<file path="src/rtl/exprom_pkg.sv">
package exprom_pkg;

    typedef enum logic [1:0] {
        ST_IDLE  = 2'd0,
        ST_ALIGN = 2'd1,
        ST_HOLD  = 2'd2,
        ST_DONE  = 2'd3
    } rd_state_e;

endpackage

</file>
<file path="src/rtl/exprom_slow_en.sv">
module exprom_slow_en #(
    parameter int DIV = 4
) (
    input  logic clk,
    input  logic rst_n,
    output logic slow_tick
);
    localparam int CW = (DIV > 1) ? $clog2(DIV) : 1;
    localparam logic [CW-1:0] LAST = CW'(DIV - 1);

    logic [CW-1:0] phase_q;

    always_ff @(posedge clk or negedge rst_n) begin
        if (!rst_n) begin
            phase_q <= '0;
        end else if (phase_q == LAST) begin
            phase_q <= '0;
        end else begin
            phase_q <= phase_q + CW'(1);
        end
    end

    assign slow_tick = (phase_q == LAST);


    tick_gap_chk: assert property (@(posedge clk) disable iff (!rst_n)
        slow_tick |=> !slow_tick);

endmodule

</file>
<file path="src/rtl/exprom_tmg_reg.sv">
module exprom_tmg_reg #(
    parameter int              TMG_W   = 4,
    parameter logic [TMG_W-1:0] TMG_RST = 4'd9
) (
    input  logic             clk,
    input  logic             rst_n,
    input  logic             cfg_load_start,
    input  logic             cfg_load_fail,
    input  logic             tmg_wr_en,
    input  logic [TMG_W-1:0] tmg_wr_val,
    output logic [TMG_W-1:0] tmg_eff
);
    logic [TMG_W-1:0] tmg_q;
    logic             to_default;

    assign to_default = cfg_load_start | cfg_load_fail;

    always_ff @(posedge clk or negedge rst_n) begin
        if (!rst_n) begin
            tmg_q <= TMG_RST;
        end else if (to_default) begin
            tmg_q <= TMG_RST;
        end else if (tmg_wr_en) begin
            tmg_q <= tmg_wr_val;
        end
    end

    // a zero setting is coerced to a single slow cycle
    assign tmg_eff = (tmg_q == '0) ? TMG_W'(1) : tmg_q;


    load_default_chk: assert property (@(posedge clk) disable iff (!rst_n)
        to_default |=> tmg_q == TMG_RST);


    wr_take_chk: assert property (@(posedge clk) disable iff (!rst_n)
        (tmg_wr_en && !to_default) |=> tmg_q == $past(tmg_wr_val));

endmodule

</file>
<file path="src/rtl/exprom_seq.sv">
module exprom_seq
    import exprom_pkg::*;
#(
    parameter int ADDR_W = 20,
    parameter int DATA_W = 8,
    parameter int TMG_W  = 4
) (
    input  logic              clk,
    input  logic              rst_n,
    input  logic              slow_tick,
    input  logic [TMG_W-1:0]  tmg_eff,
    input  logic              req,
    input  logic [ADDR_W-1:0] req_addr,
    input  logic [DATA_W-1:0] rom_data_in,
    output logic              busy,
    output logic              done,
    output logic              rom_strobe,
    output logic [ADDR_W-1:0] rom_addr,
    output logic [DATA_W-1:0] rd_data
);
    rd_state_e        state_q, state_d;
    logic [TMG_W-1:0] len_q;
    logic [TMG_W-1:0] slot_q;
    logic [ADDR_W-1:0] addr_q;
    logic [DATA_W-1:0] data_q;
    logic              accept;
    logic              last_slot;

    assign accept    = (state_q == ST_IDLE) && req;
    assign last_slot = (slot_q == len_q - TMG_W'(1));

    // state register
    always_ff @(posedge clk or negedge rst_n) begin
        if (!rst_n) begin
            state_q <= ST_IDLE;
        end else begin
            state_q <= state_d;
        end
    end

    // next-state
    always_comb begin
        state_d = state_q;
        unique case (state_q)
            ST_IDLE:  if (req) state_d = ST_ALIGN;
            ST_ALIGN: if (slow_tick) state_d = ST_HOLD;
            ST_HOLD:  if (slow_tick && last_slot) state_d = ST_DONE;
            ST_DONE:  state_d = ST_IDLE;
            default:  state_d = ST_IDLE;
        endcase
    end

    // outputs
    always_comb begin
        busy       = 1'b0;
        done       = 1'b0;
        rom_strobe = 1'b0;
        unique case (state_q)
            ST_IDLE:  ;
            ST_ALIGN: busy = 1'b1;
            ST_HOLD:  begin busy = 1'b1; rom_strobe = 1'b1; end
            ST_DONE:  begin busy = 1'b1; done = 1'b1; end
            default:  ;
        endcase
    end

    // datapath
    always_ff @(posedge clk or negedge rst_n) begin
        if (!rst_n) begin
            addr_q <= '0;
            len_q  <= TMG_W'(1);
            slot_q <= '0;
            data_q <= '0;
        end else begin
            if (accept) begin
                addr_q <= req_addr;
                len_q  <= tmg_eff;
            end
            if (state_q == ST_ALIGN) begin
                slot_q <= '0;
            end else if (state_q == ST_HOLD && slow_tick) begin
                slot_q <= slot_q + TMG_W'(1);
                if (last_slot) begin
                    data_q <= rom_data_in;
                end
            end
        end
    end

    assign rom_addr = addr_q;
    assign rd_data  = data_q;


    addr_hold_chk: assert property (@(posedge clk) disable iff (!rst_n)
        (busy && $past(busy)) |-> rom_addr == $past(rom_addr));


    done_pulse_chk: assert property (@(posedge clk) disable iff (!rst_n)
        done |=> !done);


    done_after_strobe_chk: assert property (@(posedge clk) disable iff (!rst_n)
        $fell(rom_strobe) |-> done);


    nonzero_len_chk: assert property (@(posedge clk) disable iff (!rst_n)
        rom_strobe |-> len_q != '0);


    strobe_start_chk: assert property (@(posedge clk) disable iff (!rst_n)
        $rose(rom_strobe) |-> $past(slow_tick));


    busy_ignore_chk: assert property (@(posedge clk) disable iff (!rst_n)
        (req && busy) |=> rom_addr == $past(rom_addr));


    data_stable_chk: assert property (@(posedge clk) disable iff (!rst_n)
        (!done && !$past(rom_strobe)) |-> $stable(rd_data));

endmodule

</file>
<file path="src/rtl/exprom_read_ctrl.sv">
module exprom_read_ctrl #(
    parameter int ADDR_W  = 20,
    parameter int DATA_W  = 8,
    parameter int TMG_W   = 4,
    parameter int DIV     = 4,
    parameter int TMG_DEF = 9
) (
    input  logic              clk,
    input  logic              rst_n,
    input  logic              cfg_load_start,
    input  logic              cfg_load_fail,
    input  logic              tmg_wr_en,
    input  logic [TMG_W-1:0]  tmg_wr_val,
    input  logic              req,
    input  logic [ADDR_W-1:0] req_addr,
    output logic              busy,
    output logic              done,
    output logic [DATA_W-1:0] rd_data,
    output logic [ADDR_W-1:0] rom_addr,
    output logic              rom_strobe,
    input  logic [DATA_W-1:0] rom_data_in
);
    localparam logic [TMG_W-1:0] TMG_RST = TMG_W'(TMG_DEF);

    logic             slow_tick;
    logic [TMG_W-1:0] tmg_eff;

    exprom_slow_en #(
        .DIV (DIV)
    ) u_slow (
        .clk       (clk),
        .rst_n     (rst_n),
        .slow_tick (slow_tick)
    );

    exprom_tmg_reg #(
        .TMG_W   (TMG_W),
        .TMG_RST (TMG_RST)
    ) u_tmg (
        .clk            (clk),
        .rst_n          (rst_n),
        .cfg_load_start (cfg_load_start),
        .cfg_load_fail  (cfg_load_fail),
        .tmg_wr_en      (tmg_wr_en),
        .tmg_wr_val     (tmg_wr_val),
        .tmg_eff        (tmg_eff)
    );

    exprom_seq #(
        .ADDR_W (ADDR_W),
        .DATA_W (DATA_W),
        .TMG_W  (TMG_W)
    ) u_seq (
        .clk         (clk),
        .rst_n       (rst_n),
        .slow_tick   (slow_tick),
        .tmg_eff     (tmg_eff),
        .req         (req),
        .req_addr    (req_addr),
        .rom_data_in (rom_data_in),
        .busy        (busy),
        .done        (done),
        .rom_strobe  (rom_strobe),
        .rom_addr    (rom_addr),
        .rd_data     (rd_data)
    );

endmodule

</file>
<file path="config.mk">
export PLATFORM = sky130hd
export DESIGN_NAME = exprom_read_ctrl
export DESIGN_NICKNAME = d
export VERILOG_FILES = /design/src/rtl/exprom_pkg.sv /design/src/rtl/exprom_slow_en.sv /design/src/rtl/exprom_tmg_reg.sv /design/src/rtl/exprom_seq.sv /design/src/rtl/exprom_read_ctrl.sv
export SDC_FILE = /design/constraint.sdc
export NUM_CORES = 1
export LEC_CHECK = 0
export CORE_MARGIN = 8
export CORE_UTILIZATION = 30
export CTS_CLUSTER_DIAMETER = 30
export CTS_CLUSTER_SIZE = 12
export DETAILED_ROUTE_END_ITERATION = 6
export SKIP_CTS_REPAIR_TIMING = 1
export SYNTH_ARGS = -nofsm -noshare
export SYNTH_HDL_FRONTEND = slang
export SYNTH_SLANG_ARGS = --single-unit
</file>
<file path="constraint.sdc">
create_clock -name clk -period 1.9 [get_ports clk]
set_input_delay 0.19 -clock clk [delete_from_list [all_inputs] [get_ports clk]]
set_output_delay 0.19 -clock clk [all_outputs]
set_load 0.1 [all_outputs]
</file>
### After elaboration in Yosys (flattened, before gate mapping)

Cells that the tools add are included.

| cells by class | value |
|---|---|
| $add $sub $neg | 3 |
| multiply operators | 0 |
| div/mod/pow operators | 0 |
| $lt $le $gt $ge | 0 |
| equality and inequality tests | 8 |
| shift operators | 0 |
| muxes and demuxes | 13 |
| bitwise operators | 2 |
| reductions and logical operators | 10 |

Operators by type and width:

| cell | number |
|---|---|
| 4-bit 2-to-1 mux | 5 |
| 2-bit 2-to-1 mux | 4 |
| 2-bit one-hot mux with 4 select lines | 1 |
| 2-bit equality test, second input constant | 3 |
| 3-bit AND reduction | 2 |
| 4-bit by 1-bit adder with 4-bit output, second input constant | 1 |
| 4-bit equality test | 1 |
| 4-bit zero test | 1 |
| 2-bit by 1-bit inequality test with 1-bit output, second input constant | 2 |
| 2-bit nonzero test | 2 |
| 4-bit by 1-bit subtractor with 4-bit output, second input constant | 1 |
| 1-bit logical AND | 3 |
| 1-bit 2-to-1 mux | 3 |
| 3-bit OR reduction | 1 |
| 2-bit by 1-bit adder with 2-bit output, second input constant | 1 |
| 2-bit by 1-bit equality test with 1-bit output, second input constant | 1 |
| 2-bit zero test | 1 |
| 2-bit inequality test, second input constant | 1 |
| 1-bit NOT | 1 |
| 1-bit OR | 1 |

| word-level totals | value |
|---|---|
| flip-flop bits (word level) | 44 |
| bits in latches | 0 |
| bits in writable memories | 0 |
| memory bits (read-only) | 0 |
| input bits | 38 |
| logic and storage cells | 43 |
| memories kept | 0 |

### Depth between registers and ports, before layout

Gate-level depths: netlist of the first run.

| logic depth | value |
|---|---|
| depth in word-level cells | 5 |
| mapped depth | 7 |
| mapped depth without buffers | 6 |

### By module

Synthesis of the first run repeated with hierarchy kept, for this count alone.

| unflattened totals | value |
|---|---|
| cells, all modules | 140 |
| area, all modules | 1938.1 um2 |

Modules (own cells, without submodules):

| module | instances | cells each | area each (um2) | seq. area each (um2) |
|---|---|---|---|---|
| exprom_seq | 1 | 117 | 1674.1 | 952.2 |
| exprom_tmg_reg | 1 | 19 | 197.7 | 102.6 |
| exprom_slow_en | 1 | 4 | 66.3 | 50.0 |

### Least setup slack after synthesis of the first run

Ideal clock, no wire load.

| path | value |
|---|---|
| kind | register -> register |
| start | reg u_seq.state_q[0] |
| end | reg u_seq.data_q[0], in the netlist u_seq.rd_data[0] |
| arrival | 2.380 ns |
| required time | 1.775 ns |
| setup slack | -0.605 ns |
| stages on the path, launching flop included | 8 |
| period minus slack after synthesis | 2.505 ns |
| cell sequence | dfrtp_1 inv_1 ha_1 nand2_1 nor2_1 and3_1 buf_6 mux2_2 |

| between the ends | value |
|---|---|
| word-level cells in the longest chain between the ends | 3 |
| elaborated cells between the ends (all ways) | 5 |
| classes of those cells | 2 x eq/ne; 1 x bitwise; 2 x reduce/logical |

RTL lines:

| what | line | text |
|---|---|---|
| from (decl) | exprom_seq.sv:21 | `rd_state_e state_q, state_d;` |
| from (signal assigned) | exprom_seq.sv:37 | `state_q <= state_d;` |
| 2-bit equality test or 2-bit by 1-bit equality test with 1-bit output (tied branches) | exprom_seq.sv:81, exprom_seq.sv:79 |  |
| 1-bit logical AND or 1-bit NOT (tied branches) | n/a |  |
| 3-bit AND reduction (no source line) * | n/a |  |
| to (signal assigned) | exprom_seq.sv:84 | `data_q <= rom_data_in;` |
| to (decl) | exprom_seq.sv:25 | `logic [DATA_W-1:0] data_q;` |

Every way passes the cells marked *; elsewhere a longest branch is shown, timed or not.
A chain may end at the register's enable or synchronous reset.

### Worst setup path after layout of the first run

| path | value |
|---|---|
| start | reg u_seq.len_q[0] |
| end | reg u_seq.data_q[4], in the netlist u_seq.rd_data[4] |

| between the ends | value |
|---|---|
| word-level cells in the longest chain between the ends | 3 |

RTL lines:

| what | line | text |
|---|---|---|
| from (decl) | exprom_seq.sv:22 | `logic [TMG_W-1:0] len_q;` |
| from (signal assigned) | exprom_seq.sv:77 | `len_q <= tmg_eff;` |
| 4-bit by 1-bit subtractor with 4-bit output | exprom_seq.sv:30 | `assign last_slot = (slot_q == len_q - TMG_W'(1));` |
| 4-bit equality test | exprom_seq.sv:30 |  |
| 3-bit AND reduction (no source line) | n/a |  |

Every way passes these cells.

==> results.md, run 1 <==
* Outcome: finished with violations
* Violations in the final reports: hold timing, setup timing
* Worst endpoint required time at approximately 2.1 ns
* Share of Yosys cell area claimed by the top area cell type at a little over half
* Initial cell density of the core at 30.51%
* Gate count of the mapped netlist at 138
* Number of clock sinks at 44
* WHS at -0.03960 ns
* Capturing element type of the critical path: register
* Routed via count divided by cell count at ~4.5
* Via Count at between 1000 and 1500
* Setup slack after layout at -0.008051 ns
* Simple-Gate Fraction of Synth Area at under 10%
* Fill cell count at a little under 600
* Class of the most critical hold timing path: in -> async
* Min Clock Period, post-route at 1.908 ns
* Routed met1 length at ~1700 um
* Initial antenna violation count at 0
* Metal3 WL at between 200 and 300 um
* Core region area at 6241 sq um
* Number of enable flip-flop cells after synthesis at 0
* Combinational family with the most area after synthesis: multiplexers
* Count of state elements after synthesis at 44
* Tightest Pin Transition at around 0.55 ns
* Die X at 95.67 um
* Placement row count at 29
* Proportion of synthesized chip area in sequential cells at approximately three fifths
* Yosys synthesis warning count at 0
* Post-Syn Nets at between 150 and 200
* Number of buffers between clock root and the deepest sink at 2
* Number of endpoints with negative hold slack in the final report at 41
* Biggest fanout along the worst timing path at 8
* Number of primary I/O pins at 69
* Top cells by instance count after synthesis: dfrtp_1, mux2_2, ha_1, inv_1, mux2i_1
* Residual DRC at 0
* CTS clk-pin slew, worst paths at roughly 0.08 ns
* XOR/XNOR Fraction of Synth Area at about 4%
* Clock Latency Late Sink at between 0.2 and 0.3 ns
* Post-Synth Adder-Cell Area at approximately 5.3%
* Family with the most delay on the worst path: flip-flops
* First-pass DRT Iterations at 4
* Cell type of the slowest stage on the worst timing path: dfstp_2
* Cell accounting for the most synthesized area: dfrtp_1
* Total track usage at under 10%
* Highest signal layer in the routed design: met4
* Average routed wire per standard cell at between 10 and 15 um
* Asr flop ratio synth at 100.0%
* Type of the worst setup path: reg -> reg
* Vias in the first global route at between 1000 and 1500
* Flip-flop cell with the highest count after synthesis: dfrtp_1
* Setup clock skew after layout at between 0.007 and 0.008 ns
* Share of cell area taken by muxes after synthesis at 22.08%
* CTS tree: yes
* Max-cap violations at 0
* Complex-gate fraction of the synthesized area at under 10%
* Remaining Overflow, GRT at 0
* Fin. max-slew vios at 0
* Number of distinct library cells after synthesis at 23
* Share of the clock period used by the worst path after layout at 100.4%
* Largest cells by area after synthesis: dfrtp_1, mux2_2, ha_1
* Detail Placement HPWL at approximately 3100 um
* Slowest cell delay on critical path at ~0.54 ns
* Number of diodes at 0
* Gpl congestion at approximately 0.68
* Root Driver: clkbuf_8
* Average size of a mapped cell at approximately 14 sq um
* Startpoint type of the worst setup path: register
* Port-buffer cells at 68
* Max-slew headroom at the worst pin at 63.29%
* Most repeated cell in the gate-level netlist after synthesis: dfrtp_1
* Maximum level of the CTS H-tree at 2
* Total Die Area at 9153 sq um
* ANT nets after route at 0
* Area overhead of the layout relative to synthesis at 50.26%
* CP Data Arrival Time at between 2 and 2.5 ns
* Highest attainable clock frequency at 524.1 MHz
* Chip Height at between 90 and 100 um
* Pin count of the biggest net entering global routing at 45
* Number of CTS-inserted buffers at 5
* Nets at ~270
* Buf+Inv Stages, Crit Path at 2
* Met2 wire len at roughly 2100 um
* Layout cells sized above 1 at ~40%
* Drt initial violations at between 40 and 50
* Drt total wl at 4135 um
* Final setup violation count at 8
* Global-route wire length before repair at a little under 7000 um
* Cell breakdown of the critical path: inv_2, ha_4, xor3_1, nor3_2, and3_1, buf_6, mux2_4
* RSZ-0062 raised after global routing: true
* Combined area of all synthesized cells at around 1900 sq um
* Setup Slack @ Placement at -0.03551 ns
[sequential cells by signal (all words and copies together) (netlist names)]
name / cells
u_seq.rom_addr: 20
u_seq.rd_data: 8
u_seq.len_q: 4
u_seq.slot_q: 4
u_tmg.tmg_q: 4
u_seq.state_q: 2
u_slow.phase_q: 2
[layer usage]
| metal | global-route usage, % | vias up |
|---|---|---|
| li1 | - | 639 |
| met1 | 10.62 | 647 |
| met2 | 16.40 | 34 |
| met3 | 4.173 | 6 |
| met4 | 3.073 | 0 |
| met5 | 0 | - |
[cells by family after synthesis]
logic type / count (synthesis)
flip-flops: 44
XOR/XNOR: 7
multiplexers: 38
AND/OR/NAND/NOR: 21
adder cells (fa/ha/maj): 8
buffers and inverters: 11
AO/OA/AOI/OAI: 9
[cell usage in the layout (no fill, tap or decap), types with 2 or more instances in the layout]
cell type	synthesis	layout
buf_4	0	36
mux2i_1	6	6
nor3_1	5	5
mux2_4	0	8
dfstp_2	3	3
nand3_1	3	3
inv_1	7	6
clkbuf_8	0	6
ha_4	0	2
xnor2_1	3	2
a31oi_1	2	2
nor2_1	5	5
a21oi_1	4	4
clkdlybuf4s50_1	0	36
ha_1	8	6
nand2_1	5	5
mux2_2	32	24
xor2_1	3	3
dfrtp_1	41	41
buf_12	0	4
[stage by stage]
stage	hold slack, ns	TNS [ns]	cells	utilization, %	cell area [sq um]
after global routing	0.01142	-0.6527	297	45.85	2861
final	-0.03960	-0.04182	297	45.85	2861
after CTS	-0.01192	-0.3407	294	44.83	2798
after floorplan	-0.1056	0	138	-	1929
after detailed placement	0.3126	-0.2121	286	43.32	2704
after global placement	0.3122	0	286	43.32	2704
[final timing paths]
path                                    from                end  slack (ns)  depth (start not counted)
setup / recovery              u_seq.len_q[0]   u_seq.rd_data[4]      -0.008                          7
hold / removal                         rst_n   u_seq.rd_data[2]       -0.04                          2
setup reg to reg              u_seq.len_q[0]   u_seq.rd_data[4]      -0.008                          7
hold reg to reg            u_slow.phase_q[0]  u_slow.phase_q[0]        0.43                          1
max in group asynchronous              rst_n    u_seq.slot_q[1]        1.55                          2
min in group clk           u_slow.phase_q[0]  u_slow.phase_q[0]        0.43                          1
[final cells by class]
cell class | instances | area, sq um | area share [%]
Multi-Input combinational cell | 83 | 813.3 | 28.42
Timing Repair Buffer | 78 | 726.9 | 25.40
Sequential cell | 44 | 1105 | 38.61
Inverter | 7 | 26.28 | 0.9182
Clock buffer | 7 | 86.33 | 3.017
Tap cell | 77 | 96.34 | 3.367
Clock inverter | 1 | 7.507 | 0.2624
Power of run 1 is left out: the tool's default activity adds up to more than one toggle a clock period on the data nets, which glitch-free logic cannot reach.
==> run 2: changes to the inputs <==
--- a/config.mk
+++ b/config.mk
@@ -10,6 +10,7 @@
 export CTS_CLUSTER_DIAMETER = 30
 export CTS_CLUSTER_SIZE = 12
 export DETAILED_ROUTE_END_ITERATION = 6
+export REMOVE_ABC_BUFFERS = 1
 export SKIP_CTS_REPAIR_TIMING = 1
 export SYNTH_ARGS = -nofsm -noshare
 export SYNTH_HDL_FRONTEND = slang
==> run 2 against run 1 <==
Effect of this change:
- the flow finishes with violations (hold timing)
- design area shrank 1.1%
- critical path depth fell by 1
- routed wire length grew 3.0%
- flip-flop and latch count stayed put
- sequential share of layout area increased by 0.43 points
- first-iteration DRC count decreased by 2.4%
- via count unchanged
- register-to-register slack better by 0.03 ns
- largest cell class unchanged
==> results.md, run 2 (synthesis results as in run 1) <==
* Slowest cell delay on critical path at about 0.55 ns
* Placement row count at 29
* Detail Placement HPWL at roughly 3200 um
* Global-route wire length before repair at 6906 um
* Total Die Area at just over 9000 sq um
* Die X at roughly 96 um
* Leading cell type in the layout, fill and taps excluded: dfrtp_1
* Buf+Inv Stages, Crit Path at 1
* Violations in the final reports: hold timing
* Initial cell density of the core at 30.51%
* First-pass DRT Iterations at 3
* Outcome: finished with violations
* Placed insts at 288
* Layout cells sized above 1 at between 30 and 40%
* Max-slew headroom at the worst pin at approximately 64%
* Number of diodes at 0
* Utilization after layout at between 40% and 50%
* Initial antenna violation count at 0
* Maximum level of the CTS H-tree at 2
* Share of the clock period used by the worst path after layout at around 99%
* Chip Height at about 96 um
* Drt total wl at ~4300 um
* Residual DRC at 0
* CTS clk-pin slew, worst paths at around 0.08 ns
* Setup clock skew after layout at slightly below 0.003 ns
* Tightest Pin Transition at 0.5402 ns
* CTS tree: yes
* Crit Reg-Reg Endpoint: u_seq.rd_data[7]
* Biggest fanout along the worst timing path at 8
* Via Count at between 1000 and 1500
* Fin. max-slew vios at 0
* Min Clock Period, post-route at 1.882 ns
* Number of endpoints with negative hold slack in the final report at 41
* Class of the most critical hold timing path: in -> async
* Setup Slack @ Placement at -0.2905 ns
* Setup total negative slack at 0 ns
* Average routed wire per standard cell at about 14 um
* Cell type of the slowest stage on the worst timing path: dfstp_2
* Setup slack after layout at 0.01803 ns
* Pin count of the biggest net entering global routing at 45
* Nets at 263
* Port-buffer cells at 68
* Startpoint type of the worst setup path: register
* Max-cap violations at 0
* Cell breakdown of the critical path: inv_2, ha_4, xnor2_1, nor3_2, and3_4, mux2_4
* WHS at -0.02974 ns
* Worst endpoint required time at between 2 and 2.5 ns
* Number of buffers between clock root and the deepest sink at 2
* Clock Latency Late Sink at roughly 0.28 ns
* Number of clock sinks at 44
* Type of the worst setup path: reg -> reg
* CP Data Arrival Time at 2.05 ns
* Number of primary I/O pins at a little under 70
* Family with the most delay on the worst path: flip-flops
* Setup slack on the worst flop-to-flop path at around 0.018 ns
* Worst r2r path cells at 6
* Final setup violation count at 0
* Most used cells in the layout excluding fill and tap cells: dfrtp_1, clkdlybuf4s50_1, buf_4, mux2_2, mux2_4
* RSZ-0062 raised after global routing: true
* ANT nets after route at 0
* Gpl congestion at 0.6959
* Root Driver: clkbuf_8
* Number of CTS-inserted buffers at 5
* Core region area at roughly 6200 sq um
* Area overhead of the layout relative to synthesis at 48.62%
* Final non-filler cell total at a little under 300
* Flip-flop count of the largest register after layout at 20
* Vias in the first global route at between 1500 and 2000
* Drt initial violations at 40
* Total track usage at under 10%
* Startpoint of the worst-slack reg-to-reg timing path: u_seq.len_q[0]
* Capturing element type of the critical path: register
* Remaining Overflow, GRT at 0
* Routed via count divided by cell count at 4.510
* Highest attainable clock frequency at 531.4 MHz
[run 2: changes by cell type in the layout (fill, tap and decap cells not counted), sizes merged]
cell and delta:
clkinvlp -1, buf -2
[run 2: metal layers]
metal  track usage, %  vias to the layer above  wire (um)  part of all wire (%)
li1                 -                      636          -                     -
met1            10.32                      642       1642                    39
met2            14.86                       46       2003                    47
met3            6.693                        2        603                    14
met4            2.689                        0          8                  0.19
met5                0                        -          0                     0
[run 2: how the worst max path moves through the flow]
stage	slack [ns]	start	end	cells after the start
after detailed placement	-0.29	u_seq.len_q[0]	u_seq.rd_data[7]	7
after global routing	-0.05	u_seq.len_q[0]	u_seq.rd_data[7]	6
after CTS	-0.30	u_seq.len_q[0]	u_seq.rd_data[7]	7
final	0.02	u_seq.len_q[0]	u_seq.rd_data[7]	6
after floorplan	-0.67	u_seq.state_q[0]	u_seq.rd_data[0]	6
after global placement	-0.22	u_seq.len_q[0]	u_seq.rd_data[1]	7
[run 2: metrics by stage]
| stage | instance area [sq um] | hold slack, ns |
|---|---|---|
| 5_1_grt | 2830 | 0.02050 |
| 4_1_cts | 2803 | -0.01177 |
| 6_report | 2830 | -0.02974 |
| 3_5_place_dp | 2706 | 0.3023 |
| 3_3_place_gp | 2706 | 0.3152 |
| 2_1_floorplan | 1882 | -0.1056 |
[run 2: cell type report]
type,count,area (sq um)
Fill cell,598,3411
Sequential cell,44,1105
Multi-Input combinational cell,83,798.3
Timing Repair Buffer,76,708.2
Clock buffer,7,96.34
Tap cell,77,96.34
Inverter,7,26.28
Power of run 2 is left out for the same reason.
==> run 3: changes to the inputs <==
--- a/config.mk
+++ b/config.mk
@@ -8,7 +8,7 @@
 export CORE_MARGIN = 8
 export CORE_UTILIZATION = 30
 export CTS_CLUSTER_DIAMETER = 30
-export CTS_CLUSTER_SIZE = 12
+export CTS_CLUSTER_SIZE = 30
 export DETAILED_ROUTE_END_ITERATION = 6
 export REMOVE_ABC_BUFFERS = 1
 export SKIP_CTS_REPAIR_TIMING = 1
==> results of run 3 <==
No change in the layout: final DEF, timing and power equal those of run 2.
Power of run 3 is left out for the same reason.
